<file path="src/rtl/lbx_pkg.sv">
package lbx_pkg;
  localparam int unsigned XLEN     = 64;
  localparam int unsigned SLOT_W   = 2;
  localparam int unsigned BR_IDX_W = 3;
  localparam int unsigned QP_W     = 6;
  localparam int unsigned EPI_W    = 6;
  localparam int unsigned PRIV_W   = 2;
  localparam int unsigned OPC_W    = 4;
  localparam int unsigned TMPL_W   = 4;

  localparam logic [TMPL_W-1:0] TMPL_LONG   = 4'b0010;
  localparam logic [SLOT_W-1:0] SLOT_LONG   = 2'd1;
  localparam logic [OPC_W-1:0]  OPC_LBR     = 4'hC;
  localparam logic [OPC_W-1:0]  OPC_LCALL   = 4'hD;
  localparam logic [XLEN-1:0]   BUNDLE_STEP = 64'd16;

  typedef enum logic [1:0] {
    OPK_NONE   = 2'd0,
    OPK_BRANCH = 2'd1,
    OPK_CALL   = 2'd2
  } op_kind_e;

  typedef struct packed {
    logic [XLEN-1:0]     next_addr;
    logic [SLOT_W-1:0]   next_slot;
    logic                br_we;
    logic [BR_IDX_W-1:0] br_idx;
    logic [XLEN-1:0]     br_data;
    logic                pfs_we;
    logic [XLEN-1:0]     pfs;
    logic [XLEN-1:0]     frame;
    logic                unhandled;
  } lbx_result_t;
endpackage

</file>
<file path="src/rtl/lbx_decode.sv">
module lbx_decode
  import lbx_pkg::*;
(
  input  logic [XLEN-1:0]     word0_i,
  input  logic [XLEN-1:0]     word1_i,
  input  logic [SLOT_W-1:0]   slot_i,
  output logic                accept_o,
  output op_kind_e            kind_o,
  output logic [BR_IDX_W-1:0] btype_o,
  output logic [QP_W-1:0]     qp_o,
  output logic [XLEN-1:0]     disp_o
);
  localparam int unsigned OPC_LSB   = XLEN - OPC_W;
  localparam int unsigned BTYPE_LSB = 29;
  localparam int unsigned QP_LSB    = 23;

  logic [OPC_W-1:0] opcode;
  logic             unused_bits;

  assign opcode   = word1_i[OPC_LSB +: OPC_W];
  assign btype_o  = word1_i[BTYPE_LSB +: BR_IDX_W];
  assign qp_o     = word1_i[QP_LSB +: QP_W];
  assign accept_o = (slot_i == SLOT_LONG) && (word0_i[TMPL_W:1] == TMPL_LONG);

  // displacement is scattered over both words; low nibble is bundle aligned
  assign disp_o = {word1_i[59], word1_i[22:0], word0_i[63:48], word1_i[55:36], 4'h0};

  always_comb begin
    unique case (opcode)
      OPC_LBR:   kind_o = (btype_o == '0) ? OPK_BRANCH : OPK_NONE;
      OPC_LCALL: kind_o = OPK_CALL;
      default:   kind_o = OPK_NONE;
    endcase
  end

  assign unused_bits = ^{word0_i[47:5], word0_i[0], word1_i[58:56], word1_i[35:32]};
endmodule

</file>
<file path="src/rtl/lbx_target.sv">
module lbx_target
  import lbx_pkg::*;
#(
  parameter logic [XLEN-1:0] STEP = BUNDLE_STEP
) (
  input  logic [XLEN-1:0] addr_i,
  input  logic [XLEN-1:0] disp_i,
  input  logic            taken_i,
  output logic [XLEN-1:0] next_addr_o,
  output logic [XLEN-1:0] link_o
);
  logic [XLEN-1:0] rel_addr;

  assign link_o      = addr_i + STEP;
  assign rel_addr    = addr_i + disp_i;
  assign next_addr_o = taken_i ? rel_addr : link_o;
endmodule

</file>
<file path="src/rtl/lbx_frame.sv">
module lbx_frame
  import lbx_pkg::*;
#(
  parameter int unsigned KEEP_W   = 38,
  parameter int unsigned SOL_LSB  = 7,
  parameter int unsigned SOL_W    = 7,
  parameter int unsigned EPI_LSB  = 52,
  parameter int unsigned PRIV_LSB = 62
) (
  input  logic [XLEN-1:0]   frame_i,
  input  logic [EPI_W-1:0]  epi_cnt_i,
  input  logic [PRIV_W-1:0] priv_i,
  output logic [XLEN-1:0]   pfs_o,
  output logic [XLEN-1:0]   frame_o
);
  // bits SOL_LSB .. KEEP_W-1 are cleared on a call
  localparam logic [XLEN-1:0] CLR_MASK =
    ((64'd1 << KEEP_W) - 64'd1) & ~((64'd1 << SOL_LSB) - 64'd1);

  logic [XLEN-1:0] kept;
  logic [XLEN-1:0] sol_ext;

  always_comb begin
    pfs_o                       = '0;
    pfs_o[KEEP_W-1:0]           = frame_i[KEEP_W-1:0];
    pfs_o[EPI_LSB +: EPI_W]     = epi_cnt_i;
    pfs_o[PRIV_LSB +: PRIV_W]   = priv_i;
  end

  assign kept    = frame_i & ~CLR_MASK;
  assign sol_ext = XLEN'(frame_i[SOL_LSB +: SOL_W]);
  assign frame_o = kept - sol_ext;
endmodule

</file>
<file path="src/rtl/long_branch_exec.sv">
module long_branch_exec
  import lbx_pkg::*;
(
  input  logic                clk_i,
  input  logic                rst_ni,
  input  logic                start_i,
  input  logic [XLEN-1:0]     word0_i,
  input  logic [XLEN-1:0]     word1_i,
  input  logic [XLEN-1:0]     addr_i,
  input  logic [SLOT_W-1:0]   slot_i,
  input  logic [XLEN-1:0]     pred_i,
  input  logic [XLEN-1:0]     frame_i,
  input  logic [EPI_W-1:0]    epi_cnt_i,
  input  logic [PRIV_W-1:0]   priv_i,
  output logic                done_o,
  output logic [XLEN-1:0]     next_addr_o,
  output logic [SLOT_W-1:0]   next_slot_o,
  output logic                br_we_o,
  output logic [BR_IDX_W-1:0] br_idx_o,
  output logic [XLEN-1:0]     br_data_o,
  output logic                pfs_we_o,
  output logic [XLEN-1:0]     pfs_o,
  output logic [XLEN-1:0]     frame_o,
  output logic                unhandled_o
);
  logic                accept;
  op_kind_e            kind;
  logic [BR_IDX_W-1:0] btype;
  logic [QP_W-1:0]     qp;
  logic [XLEN-1:0]     disp;
  logic                pred_bit;
  logic [XLEN-1:0]     tgt_addr;
  logic [XLEN-1:0]     link_addr;
  logic [XLEN-1:0]     pfs_calc;
  logic [XLEN-1:0]     frame_calc;
  lbx_result_t         res_d, res_q;
  logic                done_q;

  lbx_decode u_decode (
    .word0_i (word0_i),
    .word1_i (word1_i),
    .slot_i  (slot_i),
    .accept_o(accept),
    .kind_o  (kind),
    .btype_o (btype),
    .qp_o    (qp),
    .disp_o  (disp)
  );

  assign pred_bit = pred_i[qp];

  lbx_target u_target (
    .addr_i     (addr_i),
    .disp_i     (disp),
    .taken_i    (pred_bit),
    .next_addr_o(tgt_addr),
    .link_o     (link_addr)
  );

  lbx_frame u_frame (
    .frame_i  (frame_i),
    .epi_cnt_i(epi_cnt_i),
    .priv_i   (priv_i),
    .pfs_o    (pfs_calc),
    .frame_o  (frame_calc)
  );

  always_comb begin
    res_d           = '0;
    res_d.next_addr = addr_i;
    res_d.next_slot = slot_i;
    res_d.frame     = frame_i;
    res_d.unhandled = 1'b1;
    if (accept && kind != OPK_NONE) begin
      res_d.unhandled = 1'b0;
      res_d.next_slot = '0;
      res_d.next_addr = tgt_addr;
      if (pred_bit && kind == OPK_CALL) begin
        res_d.br_we   = 1'b1;
        res_d.br_idx  = btype;
        res_d.br_data = link_addr;
        res_d.pfs_we  = 1'b1;
        res_d.pfs     = pfs_calc;
        res_d.frame   = frame_calc;
      end
    end
  end

  always_ff @(posedge clk_i or negedge rst_ni) begin
    if (!rst_ni) begin
      done_q <= 1'b0;
      res_q  <= '0;
    end else begin
      done_q <= start_i;
      if (start_i) res_q <= res_d;
    end
  end

  assign done_o      = done_q;
  assign next_addr_o = res_q.next_addr;
  assign next_slot_o = res_q.next_slot;
  assign br_we_o     = res_q.br_we;
  assign br_idx_o    = res_q.br_idx;
  assign br_data_o   = res_q.br_data;
  assign pfs_we_o    = res_q.pfs_we;
  assign pfs_o       = res_q.pfs;
  assign frame_o     = res_q.frame;
  assign unhandled_o = res_q.unhandled;

  // ---------------- assertions ----------------
  logic in_ok;
  logic op_ok;
  assign in_ok = (slot_i == SLOT_LONG) && (word0_i[4:1] == TMPL_LONG);
  assign op_ok = (word1_i[63:60] == OPC_LCALL) ||
                 (word1_i[63:60] == OPC_LBR && word1_i[31:29] == 3'd0);

  assert_done_after_start_R8: assert property (@(posedge clk_i) disable iff (!rst_ni)
    start_i |=> done_o);

  assert_done_single_R8: assert property (@(posedge clk_i) disable iff (!rst_ni)
    !start_i |=> !done_o && $stable(next_addr_o) && $stable(frame_o) && $stable(br_we_o));

  assert_reject_no_effect_R1: assert property (@(posedge clk_i) disable iff (!rst_ni)
    start_i && !in_ok |=> unhandled_o && !br_we_o && !pfs_we_o &&
      next_addr_o == $past(addr_i) && next_slot_o == $past(slot_i) && frame_o == $past(frame_i));

  assert_bad_opcode_R2: assert property (@(posedge clk_i) disable iff (!rst_ni)
    start_i && !op_ok |=> unhandled_o);

  assert_skip_R3: assert property (@(posedge clk_i) disable iff (!rst_ni)
    start_i && in_ok && op_ok && !pred_i[word1_i[28:23]] |=>
      !unhandled_o && !br_we_o && !pfs_we_o && next_slot_o == '0 &&
      next_addr_o == $past(addr_i) + 64'd16);

  assert_call_link_R5: assert property (@(posedge clk_i) disable iff (!rst_ni)
    start_i && in_ok && word1_i[63:60] == OPC_LCALL && pred_i[word1_i[28:23]] |=>
      br_we_o && pfs_we_o && br_idx_o == $past(word1_i[31:29]) &&
      br_data_o == $past(addr_i) + 64'd16);

  assert_branch_no_write_R9: assert property (@(posedge clk_i) disable iff (!rst_ni)
    start_i && in_ok && word1_i[63:60] == OPC_LBR && word1_i[31:29] == 3'd0 |=>
      !br_we_o && !pfs_we_o && frame_o == $past(frame_i));
endmodule

</file>
<file path="config.mk">
export PLATFORM = sky130hd
export DESIGN_NAME = long_branch_exec
export DESIGN_NICKNAME = d
export VERILOG_FILES = /design/src/rtl/lbx_pkg.sv /design/src/rtl/lbx_decode.sv /design/src/rtl/lbx_target.sv /design/src/rtl/lbx_frame.sv /design/src/rtl/long_branch_exec.sv
export SDC_FILE = /design/constraint.sdc
export NUM_CORES = 1
export LEC_CHECK = 0
export ABC_CLOCK_PERIOD_IN_PS = 1900
export BUFFER_PORTS_ARGS = -buffer_cell sky130_fd_sc_hd__clkbuf_2
export CAP_MARGIN = 0
export CORE_AREA = 2 2 232 234
export DETAILED_ROUTE_END_ITERATION = 8
export DIE_AREA = 0 0 234 236
export GPL_TIMING_DRIVEN = 0
export SETUP_SLACK_MARGIN = 0.2
export SYNTH_ARGS = -nofsm -noshare
export SYNTH_HDL_FRONTEND = slang
export SYNTH_SLANG_ARGS = --single-unit
</file>
<file path="constraint.sdc">
create_clock -name clk_i -period 1.9 [get_ports clk_i]
set_clock_uncertainty 0.1 [all_clocks]
set_input_delay 0 -clock clk_i [delete_from_list [all_inputs] [get_ports clk_i]]
set_output_delay 0 -clock clk_i [all_outputs]
set_load 0.01 [all_outputs]
</file>
==> results.sh, run 1 <==
export IMPL_status="finished with violations"
export IMPL_violations="negative hold slack, negative setup slack"
export IMPL_p_per_area_nw_per_um2=600.4
export IMPL_n_fill_cell=4913
export IMPL_netlist_area_um2=16890
export IMPL_rsz0062_at_grt="yes"
export IMPL_yosysUniqueCellTypes=67
export IMPL_die_w_um=234
export IMPL_antenna_found_initial=4
export IMPL_hold_violations=86
export IMPL_clk_pin_slew_worst_paths_ns=0.06
export IMPL_synth_compound_area_share_pct=20.91
export IMPL_worst_slew_margin_rel_pct=10.42
export IMPL_ys_ff_latch=246
export IMPL_die_h_um=236
export IMPL_finalWorstSetupSlack_ns=-0.9066
export IMPL_grt_pass1_wl_um=118900
export IMPL_overflow=0
export IMPL_io_pins=598
export IMPL_grt_pass1_vias=19310
export IMPL_ff2ff_path_depth=3
export IMPL_cap_viol_max_count=0
export IMPL_ys_async_sr_fraction_pct=100.0
export IMPL_fmax_ghz=0.3563
export IMPL_rows=85
export IMPL_place_gp_congestion=0.9319
export IMPL_cp_end_kind="flop"
export IMPL_drtAntennaViolNets=0
export IMPL_ys_warn_count=0
export IMPL_syn_avg_cell_area_um2=8.107
export IMPL_synthCells=2084
export IMPL_crit_type="primary input to flop"
export IMPL_wl_per_cell_um=23.35
export IMPL_fin_cells=3687
export IMPL_yosys_mux_area_fraction_pct=4.577
export IMPL_power_leakage_nw=12.38
export IMPL_finalWirelength_um=86100
export IMPL_cts_buffers=30
export IMPL_worstMarginPinSlew_ns=1.344
export IMPL_synth_simple_area_share_pct=18.13
export IMPL_drtPass1Iterations=5
export IMPL_whs_ns=-0.4044
export IMPL_coreArea_um2=53070
export IMPL_place_area_um2=21750
export IMPL_port_buffers=527
export IMPL_post_dp_hpwl_um=60280
export IMPL_vdd_drop_max_mv=0.6759
export IMPL_drtIter0Drc=1511
export IMPL_cts_tree="yes"
export IMPL_initial_core_util_pct=31.84
export IMPL_required_ns=2.25
export IMPL_vias=19980
export IMPL_cts_root_buffer="clkbuf_16"
export IMPL_drive_gt1_share_pct=41.00
export IMPL_seq_area_frac_synth_pct=36.44
export IMPL_cts_sinks=246
export IMPL_min_period_over_period_pct=147.7
export IMPL_synth_xor_area_share_pct=7.050
export IMPL_holdPathStages=3
export IMPL_setup_viol=238
export IMPL_synthAdderAreaFrac_pct=5.317
export IMPL_cts_buffer_depth=3
export IMPL_area_growth_pct=66.18
export IMPL_die_area_um2=55220
export IMPL_start_kind="primary input"
export IMPL_synth_top_family_by_area="compound AO/OA/AOI/OAI gates"
export IMPL_final_nets=3371
export IMPL_critical_path_arrival_ns=3.15
export IMPL_hold_path_class="primary input to flop"
export IMPL_grt_usage_pct=28.44
export IMPL_worstSkewPairLatency_ns=0.58
export IMPL_placedCellCount=3326
export IMPL_viasPerCell=5.418
export IMPL_synth_edff_count=0
export IMPL_htree_levels=1
export IMPL_grt_max_degree=100
export IMPL_synth_ff_type="dfrtp_1"
export IMPL_postLayoutCellArea_um2=28080
export IMPL_cp_max_fo=3
export IMPL_drc=0
export IMPL_period_needed_ns=2.807
export IMPL_dp_slack_ns=-2.355
export IMPL_maxSlewViolCount=0
-- through the flow --
step | utilization, % | TNS, ns | power (mW)
6_report | 52.90 | -126.69 | 16.86
5_1_grt | 52.90 | -145.34 | 17.49
4_1_cts | 48.06 | -109.24 | 16.20
3_5_place_dp | 40.98 | -422.42 | 9.720
3_3_place_gp | 40.86 | -1561.23 | 9.680
2_1_floorplan | - | -132.35 | 8.021
-- where the power goes --
part	switching (mW)	total [mW]	internal (mW)
clock	2.54	5.85	3.31
combinational	2.95	5.31	2.36
sequential	0.195	5.69	5.50
-- cell usage after synthesis (3+ instances only) --
cell	number	share of area, %
a21o_1	31	1.4
nand3_1	148	4.4
buf_1	19	0.42
dfrtp_1	246	36
a31oi_1	19	0.70
nand4_1	31	1.1
nand3b_1	6	0.27
and2_1	12	0.44
ha_1	67	5.0
mux2_2	22	1.5
a211oi_1	10	0.44
a211o_1	4	0.21
inv_1	168	3.7
nor2_1	181	4.0
buf_4	19	0.84
nor3_1	25	0.74
o31ai_1	6	0.27
mux4_2	10	1.3
or2_2	5	0.19
and4_1	8	0.41
o21ai_0	209	6.2
or3_1	14	0.52
nor4_1	9	0.33
xnor2_1	88	4.6
or3_4	4	0.27
a41oi_1	4	0.21
a21oi_1	223	6.6
fa_1	3	0.36
xor2_1	48	2.5
nand2_1	139	3.1
nand2b_1	9	0.33
mux2i_1	30	1.8
a21boi_0	5	0.22
clkbuf_1	106	2.4
and3_1	15	0.56
a31o_2	4	0.21
o211ai_1	13	0.58
buf_2	7	0.21
o221ai_1	12	0.62
nor2b_1	14	0.52
o311ai_0	5	0.26
a22oi_1	8	0.36
o22ai_1	28	1.0
o21bai_1	12	0.53
o21a_1	10	0.44
-- worst max-delay path, cell delays in order --
cell	delay (ns)
buf_6	0.09
or3_4	0.39
or4_4	0.51
or4_4	0.45
or3_4	0.35
or3_4	0.38
or3_4	0.36
nor3_4	0.14
nand4b_1	0.15
xor2_1	0.23
a21oi_1	0.11
-- timing repair --
action | in CTS | in global routing
gates resized for setup | 145 | 381
cloned | 4 | 19
pin swaps | 30 | 126
endpoints found under the hold margin | 387 | 91
endpoints found under the setup margin | 245 | 243
hold buffers | 162 | 14
buffers inserted | 39 | 71
-- path summary, 6_finish.rpt --
kind,startpoint,to,slack [ns]
setup reg to reg,next_addr_o[59]$_DFFE_PN0P_,next_addr_o[59]$_DFFE_PN0P_,0.65
max in group asynchronous,rst_ni,frame_o[29]$_DFFE_PN0P_,0.43
hold reg to reg,pfs_o[52]$_DFFE_PN0P_,pfs_o[52]$_DFFE_PN0P_,0.41
setup / recovery,frame_i[40],frame_o[63]$_DFFE_PN0P_,-0.91
min in group asynchronous,rst_ni,br_data_o[41]$_DFFE_PN0P_,-0.14
hold / removal,frame_i[0],pfs_o[0]$_DFFE_PN0P_,-0.40
-- placed cells by master (no fill, tap or decap), drive strengths merged, types with 6 or more instances in the layout --
cell / n
a21oi: 223
nand3: 148
a31oi: 19
mux4: 10
nor3: 27
xor2: 48
nand2: 139
o211ai: 13
a21o: 31
and4: 8
nor2: 181
nor2b: 14
o31ai: 6
o21bai: 12
a22oi: 8
dlymetal6s4s: 6
nand2b: 9
clkbuf: 669
inv: 168
or3: 18
dlygate4sd3: 167
mux2i: 30
o21a: 10
nand4: 31
o22ai: 28
and3: 15
nor4: 10
mux2: 22
o21ai: 209
o221ai: 12
buf: 185
conb: 18
nand3b: 6
and2: 13
ha: 67
clkinv: 10
dfrtp: 246
xnor2: 88
a211oi: 10
-- kinds of logic after synthesis --
family | Yosys count
other | 1
flip-flops | 246
AO/OA/AOI/OAI | 615
XOR/XNOR | 136
AND/OR/NAND/NOR | 635
buffers and inverters | 319
adder cells (fa/ha/maj) | 70
multiplexers | 62
-- registers in the layout, indices dropped and copies added, names as in the netlist, 2 cells and up --
| name | count |
|---|---|
| br_idx_o | 3 |
| br_data_o | 64 |
| frame_o | 64 |
| next_slot_o | 2 |
| next_addr_o | 64 |
| pfs_o | 46 |
-- per-layer routing --
layer  GRT usage (%)  wire, um  vias to the layer above
met5               0        27                        -
met4           12.29      4022                        4
met3           4.122      6108                      212
met2           46.15     40610                      962
met1           37.52     35330                     9707
li1                -         -                     9090
-- final cells by class --
type	count	area (um^2)	share of cell area, %
multi-input cells	1536	11830	42.13
repair buffers	835	6172	21.98
flip-flops and latches	246	6156	21.93
plain buffers	151	1429	5.089
well taps	696	870.8	3.102
clock buffers	41	862.1	3.071
inverters	168	630.6	2.246
clock inverters	13	123.9	0.4412
diodes	1	2.502	0.008913
Note: power is estimated with default switching activity, not from simulation.
==> run 2: changes to the inputs <==
--- a/config.mk
+++ b/config.mk
@@ -12,7 +12,6 @@
 export DETAILED_ROUTE_END_ITERATION = 8
 export DIE_AREA = 0 0 234 236
 export GPL_TIMING_DRIVEN = 0
-export SETUP_SLACK_MARGIN = 0.2
 export SYNTH_ARGS = -nofsm -noshare
 export SYNTH_HDL_FRONTEND = slang
 export SYNTH_SLANG_ARGS = --single-unit
==> run 2 against run 1 <==
  * The flow still finishes with violations (negative hold slack, negative setup slack)
  * Largest cell class unchanged
  * Clock-buffer cell count stayed put
  * Wire length is 0.58% higher
  * Critical endpoint is now frame_o[45]$_DFFE_PN0P_
  * Sequential share of layout area is 0.082 points higher
  * Critical path type unchanged
  * Sequential cell count stayed put
  * Highest routed layer unchanged
  * First-iteration DRC count is 1.3% lower
  * Cell area is 0.37% lower
  * Sequential power hardly changed
  * Maximum frequency is 4.4% lower
==> results.sh, run 2 (synthesized netlist as in run 1, its figures left out) <==
export IMPL_p_per_area_nw_per_um2=601.4
export IMPL_whs_ns=-0.3878
export IMPL_finalWirelength_um=86600
export IMPL_vdd_drop_max_mv=0.6765
export IMPL_clk_pin_slew_worst_paths_ns=0.06
export IMPL_maxSlewViolCount=0
export IMPL_num_antenna_cells=0
export IMPL_critical_path_arrival_ns=3.31
export IMPL_initial_core_util_pct=31.84
export IMPL_cap_viol_max_count=0
export IMPL_area_growth_pct=65.56
export IMPL_drive_gt1_share_pct=40.65
export IMPL_worstSkewPairLatency_ns=0.58
export IMPL_grt_max_degree=100
export IMPL_grt_pass1_wl_um=119800
export IMPL_fin_cells=3670
export IMPL_viasPerCell=5.434
export IMPL_antenna_found_initial=2
export IMPL_wl_per_cell_um=23.60
export IMPL_power_leakage_nw=12.25
export IMPL_cts_root_buffer="clkbuf_16"
export IMPL_cp_end_kind="flop"
export IMPL_crit_type="primary input to flop"
export IMPL_final_nets=3355
export IMPL_place_area_um2=21750
export IMPL_tns_ns=-126.59
export IMPL_drtIter0Drc=1491
export IMPL_place_gp_congestion=0.9319
export IMPL_min_period_over_period_pct=154.5
export IMPL_rsz0062_at_grt="yes"
export IMPL_finalWorstSetupSlack_ns=-1.036
export IMPL_fmax_ghz=0.3406
export IMPL_final_core_util_pct=52.71
export IMPL_cts_buffers=30
export IMPL_drc=0
export IMPL_post_dp_hpwl_um=60280
export IMPL_setup_viol=238
export IMPL_vias=19940
export IMPL_htree_levels=1
export IMPL_cts_tree="yes"
export IMPL_cts_buffer_depth=3
export IMPL_coreArea_um2=53070
export IMPL_io_pins=598
export IMPL_worstMarginPinSlew_ns=1.406
export IMPL_drtAntennaViolNets=0
export IMPL_die_w_um=234
export IMPL_overflow=0
export IMPL_status="finished with violations"
export IMPL_final_common_cell="clkbuf_2"
export IMPL_grt_pass1_vias=19430
export IMPL_cp_max_fo=3
export IMPL_hold_path_class="primary input to flop"
export IMPL_die_area_um2=55220
export IMPL_postLayoutCellArea_um2=27970
export IMPL_cts_sinks=246
export IMPL_worst_slew_margin_rel_pct=6.294
export IMPL_port_buffers=527
export IMPL_period_needed_ns=2.936
export IMPL_required_ns=2.28
export IMPL_violations="negative hold slack, negative setup slack"
export IMPL_drtPass1Iterations=6
export IMPL_hold_violations=77
export IMPL_die_h_um=236
export IMPL_grt_usage_pct=28.62
export IMPL_rows=85
export IMPL_final_cell_mix="clkbuf_2 (541), dfrtp_1 (246), dlygate4sd3_1 (175)"
export IMPL_start_kind="primary input"
export IMPL_placedCellCount=3326
==> run 2: changes by cell type in the layout (fill, tap and decap cells not counted), sizes merged <==
cell,change
buf,-16
dlygate4sd3,+8
clkbuf,-5
dlymetal6s4s,-4
clkdlybuf4s15,+1
diode,-1
==> run 2: power breakdown <==
group          total (mW)  internal (mW)  switching (mW)
logic                5.29           2.33            2.96
registers            5.69           5.50           0.194
clock network        5.84           3.31            2.53
==> run 2: final cells by class <==
cell class	count	area (um^2)
fillers	4863	25100
clock buffers	41	862.1
plain buffers	139	1277
repair buffers	831	6153
inverters	168	630.6
flip-flops and latches	246	6156
well taps	696	870.8
clock inverters	13	123.9
multi-input cells	1536	11900
==> run 2: worst paths after layout <==
path,end,startpoint,slack (ns),cells after the start
max,frame_o[45]$_DFFE_PN0P_,frame_i[7],-1.04,14
min,frame_o[43]$_DFFE_PN0P_,frame_i[43],-0.39,3
max reg2reg,next_addr_o[59]$_DFFE_PN0P_,next_addr_o[59]$_DFFE_PN0P_,0.65,3
min reg2reg,pfs_o[33]$_DFFE_PN0P_,pfs_o[33]$_DFFE_PN0P_,0.41,2
max in group asynchronous,frame_o[29]$_DFFE_PN0P_,rst_ni,0.43,4
min in group asynchronous,br_data_o[41]$_DFFE_PN0P_,rst_ni,-0.15,2
==> run 2: what timing repair did <==
action / CTS / global route
setup endpoints to repair: 245 / 241
pin swaps: 35 / 113
gates resized for setup: 160 / 353
gates cloned: 9 / 17
buffers inserted: 53 / 49
hold buffers: 164 / 14
endpoints found under the hold margin: 387 / 87
==> run 2: through the flow <==
step / setup slack, ns / total power, mW
floorplan: -1.234 / 8.021
global placement: -4.671 / 9.680
detailed placement: -2.355 / 9.720
CTS: -0.8679 / 16.21
global route: -1.172 / 17.47
finish: -1.036 / 16.82
==> run 2: critical path, stage by stage <==
cell and delay [ns]:
clkbuf_2 0.08, dlygate4sd3_1 0.70, ha_1 0.25, nor2b_1 0.06, o21ai_0 0.18, a21oi_1 0.16
o21ai_0 0.29, a21oi_1 0.20, o21ai_0 0.27, nand3b_1 0.18, buf_6 0.17, or3_4 0.38
xnor2_2 0.14, mux2_4 0.25
==> run 2: routing by layer <==
layer  GRT usage (%)  wire [um]  vias to the layer above  part of all wire, %
met5               0         12                        -                0.014
met4           12.12       4196                        2                  4.8
met3           4.038       5822                      230                  6.7
met2           46.49      40380                      995                   47
met1           37.89      36180                     9665                   42
li1                -          -                     9051                    -
